## src/rtl/sync_tx_pkg.sv

```systemverilog
package sync_tx_pkg;

  typedef enum logic [1:0] {
    ST_IDLE  = 2'd0,
    ST_LEAD  = 2'd1,
    ST_SHIFT = 2'd2
  } txState_t;

  // strobes from control to datapath
  typedef struct packed {
    logic load;       // take inData into the shift register
    logic shift;      // advance to the next bit
    logic run;        // sequence active, bit clock running
    logic clkHigh;    // first half of a bit period
    logic inShift;    // data bits on the line
    logic frameMark;  // first data bit period of a word
  } txStrobes_t;

endpackage

```

## src/rtl/sync_tx_ctrl.sv

```systemverilog
module sync_tx_ctrl
  import sync_tx_pkg::*;
#(
  parameter int DATA_W = 16
) (
  input  logic       clk,
  input  logic       rstN,
  input  logic       inValid,
  output logic       inReady,
  output txStrobes_t strb
);

  localparam int CNT_W = $clog2(DATA_W);
  localparam logic [CNT_W-1:0] LAST_BIT = CNT_W'(DATA_W - 1);

  txState_t         state;
  logic             phase;
  logic [CNT_W-1:0] bitCnt;
  logic             accept;

  always_comb begin
    inReady = (state == ST_IDLE) ||
              ((state == ST_SHIFT) && (bitCnt == LAST_BIT) && phase);
    accept  = inValid && inReady;

    strb.load      = accept;
    strb.shift     = (state == ST_SHIFT) && phase && (bitCnt != LAST_BIT);
    strb.run       = (state != ST_IDLE);
    strb.clkHigh   = !phase;
    strb.inShift   = (state == ST_SHIFT);
    strb.frameMark = (state == ST_SHIFT) && (bitCnt == '0);
  end

  always_ff @(posedge clk or negedge rstN) begin
    if (!rstN) begin
      state  <= ST_IDLE;
      phase  <= 1'b0;
      bitCnt <= '0;
    end else begin
      case (state)
        ST_IDLE: begin
          phase  <= 1'b0;
          bitCnt <= '0;
          if (accept) state <= ST_LEAD;
        end
        ST_LEAD: begin
          phase <= !phase;
          if (phase) begin
            state  <= ST_SHIFT;
            bitCnt <= '0;
          end
        end
        ST_SHIFT: begin
          phase <= !phase;
          if (phase) begin
            if (bitCnt == LAST_BIT) begin
              bitCnt <= '0;
              if (!accept) state <= ST_IDLE;
            end else begin
              bitCnt <= bitCnt + 1'b1;
            end
          end
        end
        default: state <= ST_IDLE;
      endcase
    end
  end

endmodule

```

## src/rtl/sync_tx_dpath.sv

```systemverilog
module sync_tx_dpath
  import sync_tx_pkg::*;
#(
  parameter int DATA_W = 16
) (
  input  logic              clk,
  input  logic              rstN,
  input  txStrobes_t        strb,
  input  logic              cfgIdleHiZ,
  input  logic [DATA_W-1:0] inData,
  output logic              txClk,
  output logic              txSync,
  output logic              txData,
  output logic              txClkOe,
  output logic              txSyncOe,
  output logic              txDataOe
);

  logic [DATA_W-1:0] shReg;
  logic              driveOn;

  always_ff @(posedge clk or negedge rstN) begin
    if (!rstN) begin
      shReg <= '0;
    end else if (strb.load) begin
      shReg <= inData;
    end else if (strb.shift) begin
      shReg <= {shReg[DATA_W-2:0], 1'b0};
    end
  end

  always_comb begin
    driveOn  = strb.run || !cfgIdleHiZ;
    txClk    = strb.run && strb.clkHigh;
    txSync   = strb.frameMark;
    txData   = strb.inShift && shReg[DATA_W-1];
    txClkOe  = driveOn;
    txSyncOe = driveOn;
    txDataOe = driveOn;
  end

endmodule

```

## src/rtl/sync_tx_port.sv

```systemverilog
module sync_tx_port
  import sync_tx_pkg::*;
#(
  parameter int DATA_W = 16
) (
  input  logic              clk,
  input  logic              rstN,
  input  logic              cfgIdleHiZ,
  input  logic              inValid,
  input  logic [DATA_W-1:0] inData,
  output logic              inReady,
  output logic              txClk,
  output logic              txSync,
  output logic              txData,
  output logic              txClkOe,
  output logic              txSyncOe,
  output logic              txDataOe
);

  txStrobes_t strb;

  sync_tx_ctrl #(.DATA_W(DATA_W)) u_ctrl (
    .clk     (clk),
    .rstN    (rstN),
    .inValid (inValid),
    .inReady (inReady),
    .strb    (strb)
  );

  sync_tx_dpath #(.DATA_W(DATA_W)) u_dpath (
    .clk        (clk),
    .rstN       (rstN),
    .strb       (strb),
    .cfgIdleHiZ (cfgIdleHiZ),
    .inData     (inData),
    .txClk      (txClk),
    .txSync     (txSync),
    .txData     (txData),
    .txClkOe    (txClkOe),
    .txSyncOe   (txSyncOe),
    .txDataOe   (txDataOe)
  );

endmodule

```

## config.mk

```make
export PLATFORM = sky130hd
export DESIGN_NAME = sync_tx_port
export DESIGN_NICKNAME = d
export VERILOG_FILES = /design/src/rtl/sync_tx_pkg.sv /design/src/rtl/sync_tx_ctrl.sv /design/src/rtl/sync_tx_dpath.sv /design/src/rtl/sync_tx_port.sv
export SDC_FILE = /design/constraint.sdc
export NUM_CORES = 1
export LEC_CHECK = 0
export BUFFER_PORTS_ARGS = -buffer_cell sky130_fd_sc_hd__buf_2
export CAP_MARGIN = 40
export CORE_ASPECT_RATIO = 1.4
export CORE_MARGIN = 2
export CORE_UTILIZATION = 57
export DETAILED_ROUTE_END_ITERATION = 8
export PLACE_DENSITY = 0.83
export SKIP_LAST_GASP = 1
export SYNTH_ARGS = -nofsm -noshare
export SYNTH_HDL_FRONTEND = slang
export SYNTH_HIERARCHICAL = 1
export SYNTH_SLANG_ARGS = --single-unit
```

## constraint.sdc

```tcl
create_clock -name clk -period 4.9 [get_ports clk]
set_input_delay 0.98 -clock clk [delete_from_list [all_inputs] [get_ports clk]]
set_output_delay 0.98 -clock clk [all_outputs]
set_load 0.01 [all_outputs]
```

==> results.sh, run 1 <==
export IMPL_ys_flop_type="dfrtp_1"
export IMPL_ctsLongestPathBuffers=2
export IMPL_power_leakage_nw=0.658
export IMPL_netSwitchingPower_uw=303
export IMPL_n_fill_cell=189
export IMPL_path_cells="inv_1 > ha_1 > inv_2 > nor4b_1 > buf_2"
export IMPL_io_pins=27
export IMPL_combPwrFrac_pct=47.0
export IMPL_arrival_ns=1.67
export IMPL_gr_usage_met2_pct=37.2
export IMPL_core_area_um2=2150
export IMPL_synth_async_reset_ratio_pct=100
export IMPL_start_util_pct=60.2
export IMPL_worstSetupEndpointType="output port"
export IMPL_synth_top_cell_by_area="dfrtp_1"
export IMPL_hold_violations=0
export IMPL_avgSynthCellArea_um2=9.97
export IMPL_viasPerCell=5.43
export IMPL_io_buffers=26
export IMPL_slew_violations=0
export IMPL_synth_most_common_cell="dfrtp_1"
export IMPL_yosys_top_cells_count="dfrtp_1, nand2_1, mux2i_1"
export IMPL_routed_wl_um=2280
export IMPL_hold_ws_ns=0.557
export IMPL_firstDrtPassIters=4
export IMPL_dieArea_um2=2680
export IMPL_num_rows=20
export IMPL_syn_cell_area_um2=1300
export IMPL_worstSetupPathType="reg -> out"
export IMPL_synthCells=130
export IMPL_grt_pass1_wl_um=3790
export IMPL_grt_max_degree=33
export IMPL_crit_path_start_kind="register"
export IMPL_power_density_nw_per_um2=537
export IMPL_clk_insertion_delay_late_ns=0.30
export IMPL_cp_max_fo=7
export IMPL_ys_types=30
export IMPL_seq_area_frac_synth_pct=44.4
export IMPL_cp_slowest_cell="dfrtp_1"
export IMPL_cp_required_ns=3.92
export IMPL_layout_nets=182
export IMPL_top_usage_layer="met2"
export IMPL_grt_util_met1_pct=20.8
export IMPL_final_core_util_pct=66.6
export IMPL_synth_top_cell_area_share_pct=44.4
export IMPL_routabilityCongestion=0.733
export IMPL_cts_resized=0
export IMPL_post_cts_buffers=0
export IMPL_track_usage_pct=19.4
export IMPL_postCtsHoldBufs=0
export IMPL_antenna_found_initial=0
export IMPL_hold_class="reg -> reg"
export IMPL_cts_reportedPaths_clkPinSlew_ns=0.12
export IMPL_synth_nets=158
export IMPL_synth_edf_count=0
export IMPL_skew_ns=0.00150
export IMPL_setup_tns_ns=0
export IMPL_p_seq_share_pct=42.2
export IMPL_clkSinkCount=23
export IMPL_n_antenna_cell=0
export IMPL_root_buffer="clkbuf_4"
export IMPL_dp_cells=171
export IMPL_drt_iter0_drc=17
export IMPL_postRouteAntennaNets=0
export IMPL_clockPowerShare_pct=10.8
export IMPL_power_uw=770
export IMPL_fp_dieW_um=44.3
export IMPL_final_cells=175
export IMPL_cts_htree_levels=1
export IMPL_drc=0
export IMPL_critPathMaxStageDelay_ns=0.45
export IMPL_vias=951
export IMPL_cts_buffers=3
export IMPL_yosysWarnings=6
export IMPL_dieHeight_um=60.4
export IMPL_status="finished clean"
export IMPL_synth_seq_cells=23
export IMPL_cts_tree="yes"
export IMPL_rsz0062_at_grt="false"
export IMPL_wl_per_cell_um=13.0
export IMPL_intPower_uw=468
export IMPL_finalCriticalPeriod_ns=2.65
export IMPL_final_layout_size_suffix_gt1_share_pct=26.1
export IMPL_met3_usage_pct=2.68
export IMPL_setup_viol=0
export IMPL_syn_to_final_growth_pct=10.6
export IMPL_max_freq_ghz=0.377
export IMPL_worst_pin_slew_ns=0.492
export IMPL_max_slew_margin_pct=67.2
export IMPL_fin_crit_sh_pct=54.1
export IMPL_hpwl_um=1790
export IMPL_irDropWorstVdd_mv=0.357
export IMPL_drv_cap=0
export IMPL_switching_share_pct=39.3
export IMPL_synthTopCellsByArea="dfrtp_1, mux2i_1, ha_1, nand2_1, o21ai_1"
export IMPL_grt_pass1_vias=909
export IMPL_grt_overflow=0
==> power by group through the flow <==
stage / Combinational [mW] / Sequential, mW / Clock (mW)
2_1_floorplan: 0.296 / 0.312 / 0
3_3_place_gp: 0.339 / 0.323 / 0
6_report: 0.362 / 0.325 / 0.0832
3_5_place_dp: 0.365 / 0.331 / 0
4_1_cts: 0.368 / 0.326 / 0.0869
5_1_grt: 0.412 / 0.336 / 0.0931
==> registers in the layout (all words and copies together) (netlist names) <==
signal	count
u_ctrl/bitCnt	4
u_ctrl/phase	1
u_ctrl/state	2
u_dpath/shReg	16
==> layer usage <==
metal / up-vias / wire length, um
li1: 485 / -
met1: 446 / 913
met2: 18 / 1250
met3: 2 / 92
met4: 0 / 16
met5: - / 0
==> layout by cell type (no fill, tap or decap), drive strengths merged <==
master and instances:
nor3 1, o22ai 1, mux2i 16, o31ai 1, nand2b 2, a22oi 1
buf 28, o21ba 1, clkinv 1, ha 8, nor2 3, o2bb2ai 1
o21ai 20, nand2 22, nor4b 1, and2 4, clkbuf 3, o21bai 1
mux2 1, dfrtp 23, nand3 3, and3 1, or3b 1, nand3b 1
inv 8
==> worst paths after layout <==
kind                       slack (ns)  cells after the start             start                 to
max                              2.25                      5   u_ctrl/state[0]             txSync
min                              0.56                      2  u_dpath/shReg[0]   u_dpath/shReg[0]
max reg2reg                      3.05                      6   u_ctrl/state[0]    u_ctrl/state[0]
min reg2reg                      0.56                      2  u_dpath/shReg[0]   u_dpath/shReg[0]
max in group asynchronous        3.95                      1              rstN   u_dpath/shReg[6]
min in group asynchronous        0.62                      1              rstN  u_dpath/shReg[10]
==> layout make-up <==
cell class,instances,area (um^2),share of cell area (%)
multi-input cells,90,621,43.3
flip-flops and latches,23,576,40.1
repair buffers,28,153,10.6
inverters,8,30.0,2.09
well taps,22,27.5,1.92
clock buffers,3,22.5,1.57
clock inverters,1,5.00,0.349
==> cells by family after synthesis <==
family,count (synthesis),synth area share [%]
AOI/OAI and AO/OA,26,11.4
DFF,23,44.4
buffers and inverters,17,8.11
muxes,17,13.5
and+or+nand+nor,39,14.9
adders and majority gates,8,7.72
==> worst max-delay path, delay by kind of cell, from the launching register on <==
kind / cells / cell delay, ns
adders and majority gates: 1 / 0.29
DFF: 1 / 0.45
and+or+nand+nor: 1 / 0.23
buffers and inverters: 3 / 0.39
==> through the flow <==
step | setup slack (ns) | instance area, um^2
3_3_place_gp | 2.64 | 1390
5_1_grt | 2.12 | 1430
6_report | 2.25 | 1430
2_1_floorplan | 2.66 | 1300
3_5_place_dp | 2.59 | 1410
4_1_cts | 2.22 | 1430
No activity file was read; power rests on OpenSTA's default activity.
==> run 2, diff against run 1 <==
- ABC_AREA: not set -> 1
- CORE_UTILIZATION: 57 -> 48
- PLACE_DENSITY: 0.83 -> 0.74
- clock period: 4.9 -> 2.4 ns (I/O delays scaled with it)
==> run 2 against run 1 <==
Critical path depth stayed put. Largest cell class unchanged. Sequential share of layout area is 0.24 points lower. Via count is 15% higher. Utilization is 11 points lower. Clock power is 110% higher.
==> results.sh, run 2 <==
export IMPL_final_cells=218
export IMPL_track_usage_pct=17.6
export IMPL_final_layout_size_suffix_gt1_share_pct=21.4
export IMPL_n_antenna_cell=0
export IMPL_synth_top_cell_area_share_pct=43.6
export IMPL_syn_to_final_growth_pct=9.29
export IMPL_synth_top_cell_by_area="dfrtp_1"
export IMPL_synthTopCellsByArea="dfrtp_1, nand3_1, nand2_1, ha_1, inv_1"
export IMPL_hold_violations=0
export IMPL_finalCriticalPeriod_ns=2.14
export IMPL_worst_pin_slew_ns=0.513
export IMPL_synthCells=161
export IMPL_status="finished clean"
export IMPL_vias=1090
export IMPL_ys_flop_type="dfrtp_1"
export IMPL_hold_class="in -> async"
export IMPL_n_fill_cell=264
export IMPL_dieHeight_um=66.1
export IMPL_routabilityCongestion=0.808
export IMPL_largest_reg_flops=16
export IMPL_worstSetupEndpointType="output port"
export IMPL_slew_violations=0
export IMPL_avgSynthCellArea_um2=8.20
export IMPL_arrival_ns=1.66
export IMPL_clkSinkCount=23
export IMPL_cp_max_fo=8
export IMPL_antenna_found_initial=0
export IMPL_power_density_nw_per_um2=1080
export IMPL_rsz0062_at_grt="false"
export IMPL_synth_most_common_cell="nand2_1"
export IMPL_yosys_top_cells_count="nand2_1, nand3_1, dfrtp_1"
export IMPL_num_rows=22
export IMPL_cp_required_ns=1.92
export IMPL_cts_tree="yes"
export IMPL_start_util_pct=50.5
export IMPL_io_pins=27
export IMPL_dp_cells=214
export IMPL_fp_dieW_um=48.3
export IMPL_io_buffers=26
export IMPL_layout_common_cells="nand2_1, nand3_1, buf_2"
export IMPL_final_core_util_pct=55.2
export IMPL_yosysWarnings=6
export IMPL_core_area_um2=2620
export IMPL_hpwl_um=1970
export IMPL_synth_async_reset_ratio_pct=100
export IMPL_worstSetupPathType="reg -> out"
export IMPL_path_buf_inv=2
export IMPL_cp_slowest_cell="dfrtp_1"
export IMPL_path_cells="inv_1 > ha_1 > nand2_2 > o21bai_2 > buf_2"
export IMPL_synth_edf_count=0
export IMPL_critical_path_top_delay_family="flip-flops"
export IMPL_synth_nets=189
export IMPL_critPathMaxStageDelay_ns=0.45
export IMPL_routed_wl_um=2530
export IMPL_cts_reportedPaths_clkPinSlew_ns=0.12
export IMPL_max_slew_margin_pct=65.8
export IMPL_final_common_cell="nand2_1"
export IMPL_power_leakage_nw=0.777
export IMPL_dieArea_um2=3190
export IMPL_setup_viol=0
export IMPL_max_freq_ghz=0.467
export IMPL_fin_crit_sh_pct=89.2
export IMPL_irDropWorstVdd_mv=0.590
export IMPL_seq_area_frac_synth_pct=43.6
export IMPL_viasPerCell=5.00
export IMPL_top_regs="u_dpath/shReg (16), u_ctrl/bitCnt (4), u_ctrl/state (2)"
export IMPL_ctsLongestPathBuffers=2
export IMPL_top_register="u_dpath/shReg"
export IMPL_synth_seq_cells=23
export IMPL_drt_iter0_drc=37
export IMPL_firstDrtPassIters=4
export IMPL_cts_htree_levels=1
export IMPL_drc=0
export IMPL_clk_insertion_delay_late_ns=0.30
export IMPL_ys_types=20
export IMPL_grt_pass1_wl_um=4450
export IMPL_syn_cell_area_um2=1320
export IMPL_cts_buffers=3
export IMPL_setup_tns_ns=0
export IMPL_cts_resized=0
export IMPL_skew_ns=0.00155
export IMPL_grt_overflow=0
export IMPL_postRouteAntennaNets=0
export IMPL_grt_max_degree=24
export IMPL_drv_cap=0
export IMPL_layout_nets=211
export IMPL_root_buffer="clkbuf_4"
export IMPL_wl_per_cell_um=11.6
export IMPL_grt_pass1_vias=1102
export IMPL_crit_path_start_kind="register"
export IMPL_postCtsHoldBufs=0
export IMPL_post_cts_buffers=0
run 2: cell type report:
cell class | count | area [um^2] | area share (%)
Timing Repair Buffer | 28 | 145 | 10.1
Clock inverter | 1 | 5.00 | 0.347
Multi-Input combinational cell | 112 | 593 | 41.1
Sequential cell | 23 | 576 | 39.9
Inverter | 15 | 56.3 | 3.90
Tap cell | 36 | 45.0 | 3.12
Clock buffer | 3 | 22.5 | 1.56
run 2: kinds of logic after synthesis:
family	after synthesis	share of synthesized area [%]
buffers and inverters	26	11.5
xor gates and xnor gates	1	0.664
and+or+nand+nor	96	33.3
adders and majority gates	8	7.58
DFF	23	43.6
AOI/OAI and AO/OA	7	3.41
run 2: power by group:
group	internal [mW]	total [mW]	leakage, nW	switching, mW
registers	0.550	0.656	0.292	0.106
clock network	0.0621	0.173	0.0177	0.111
logic	0.273	0.729	0.467	0.456
total	0.885	1.56	0.777	0.674
run 2: per-stage QoR:
step / hold slack (ns) / setup slack (ns) / power, mW / cell area [um^2]
after floorplan: 0.184 / 0.499 / 1.28 / 1320
final: 0.128 / 0.260 / 1.56 / 1440
after global routing: 0.152 / 0.136 / 1.71 / 1440
after global placement: 0.467 / 0.567 / 1.35 / 1420
after detailed placement: 0.473 / 0.466 / 1.39 / 1420
after CTS: 0.136 / 0.252 / 1.58 / 1440
run 2: final timing paths:
kind	start	to	slack, ns	cells after the start
max	u_ctrl/state[0]	inReady	0.26	5
min	rstN	u_dpath/shReg[5]	0.13	1
max reg2reg	u_ctrl/state[0]	u_dpath/shReg[11]	0.41	9
min reg2reg	u_dpath/shReg[1]	u_dpath/shReg[1]	0.50	2
max in group asynchronous	rstN	u_dpath/shReg[8]	1.93	1
min in group clk	inData[0]	u_dpath/shReg[0]	0.37	3
run 2: worst register-to-register path, stage by stage (launching register included):
cell     delay [ns]
dfrtp_1        0.45
inv_1          0.13
ha_1           0.35
nand2_1        0.14
inv_1          0.12
nand2_1        0.06
inv_1          0.26
buf_4          0.23
nand3_1        0.10
nand3_1        0.10
run 2: per-layer routing:
metal	share of wire, %	wire length [um]	vias to the layer above	GRT usage (%)
met1	42	1070	516	18.4
li1	-	-	553	-
met2	54	1360	17	34.0
met3	2.5	63	4	2.26
met4	1.5	37	0	9.64
met5	0	0	-	0
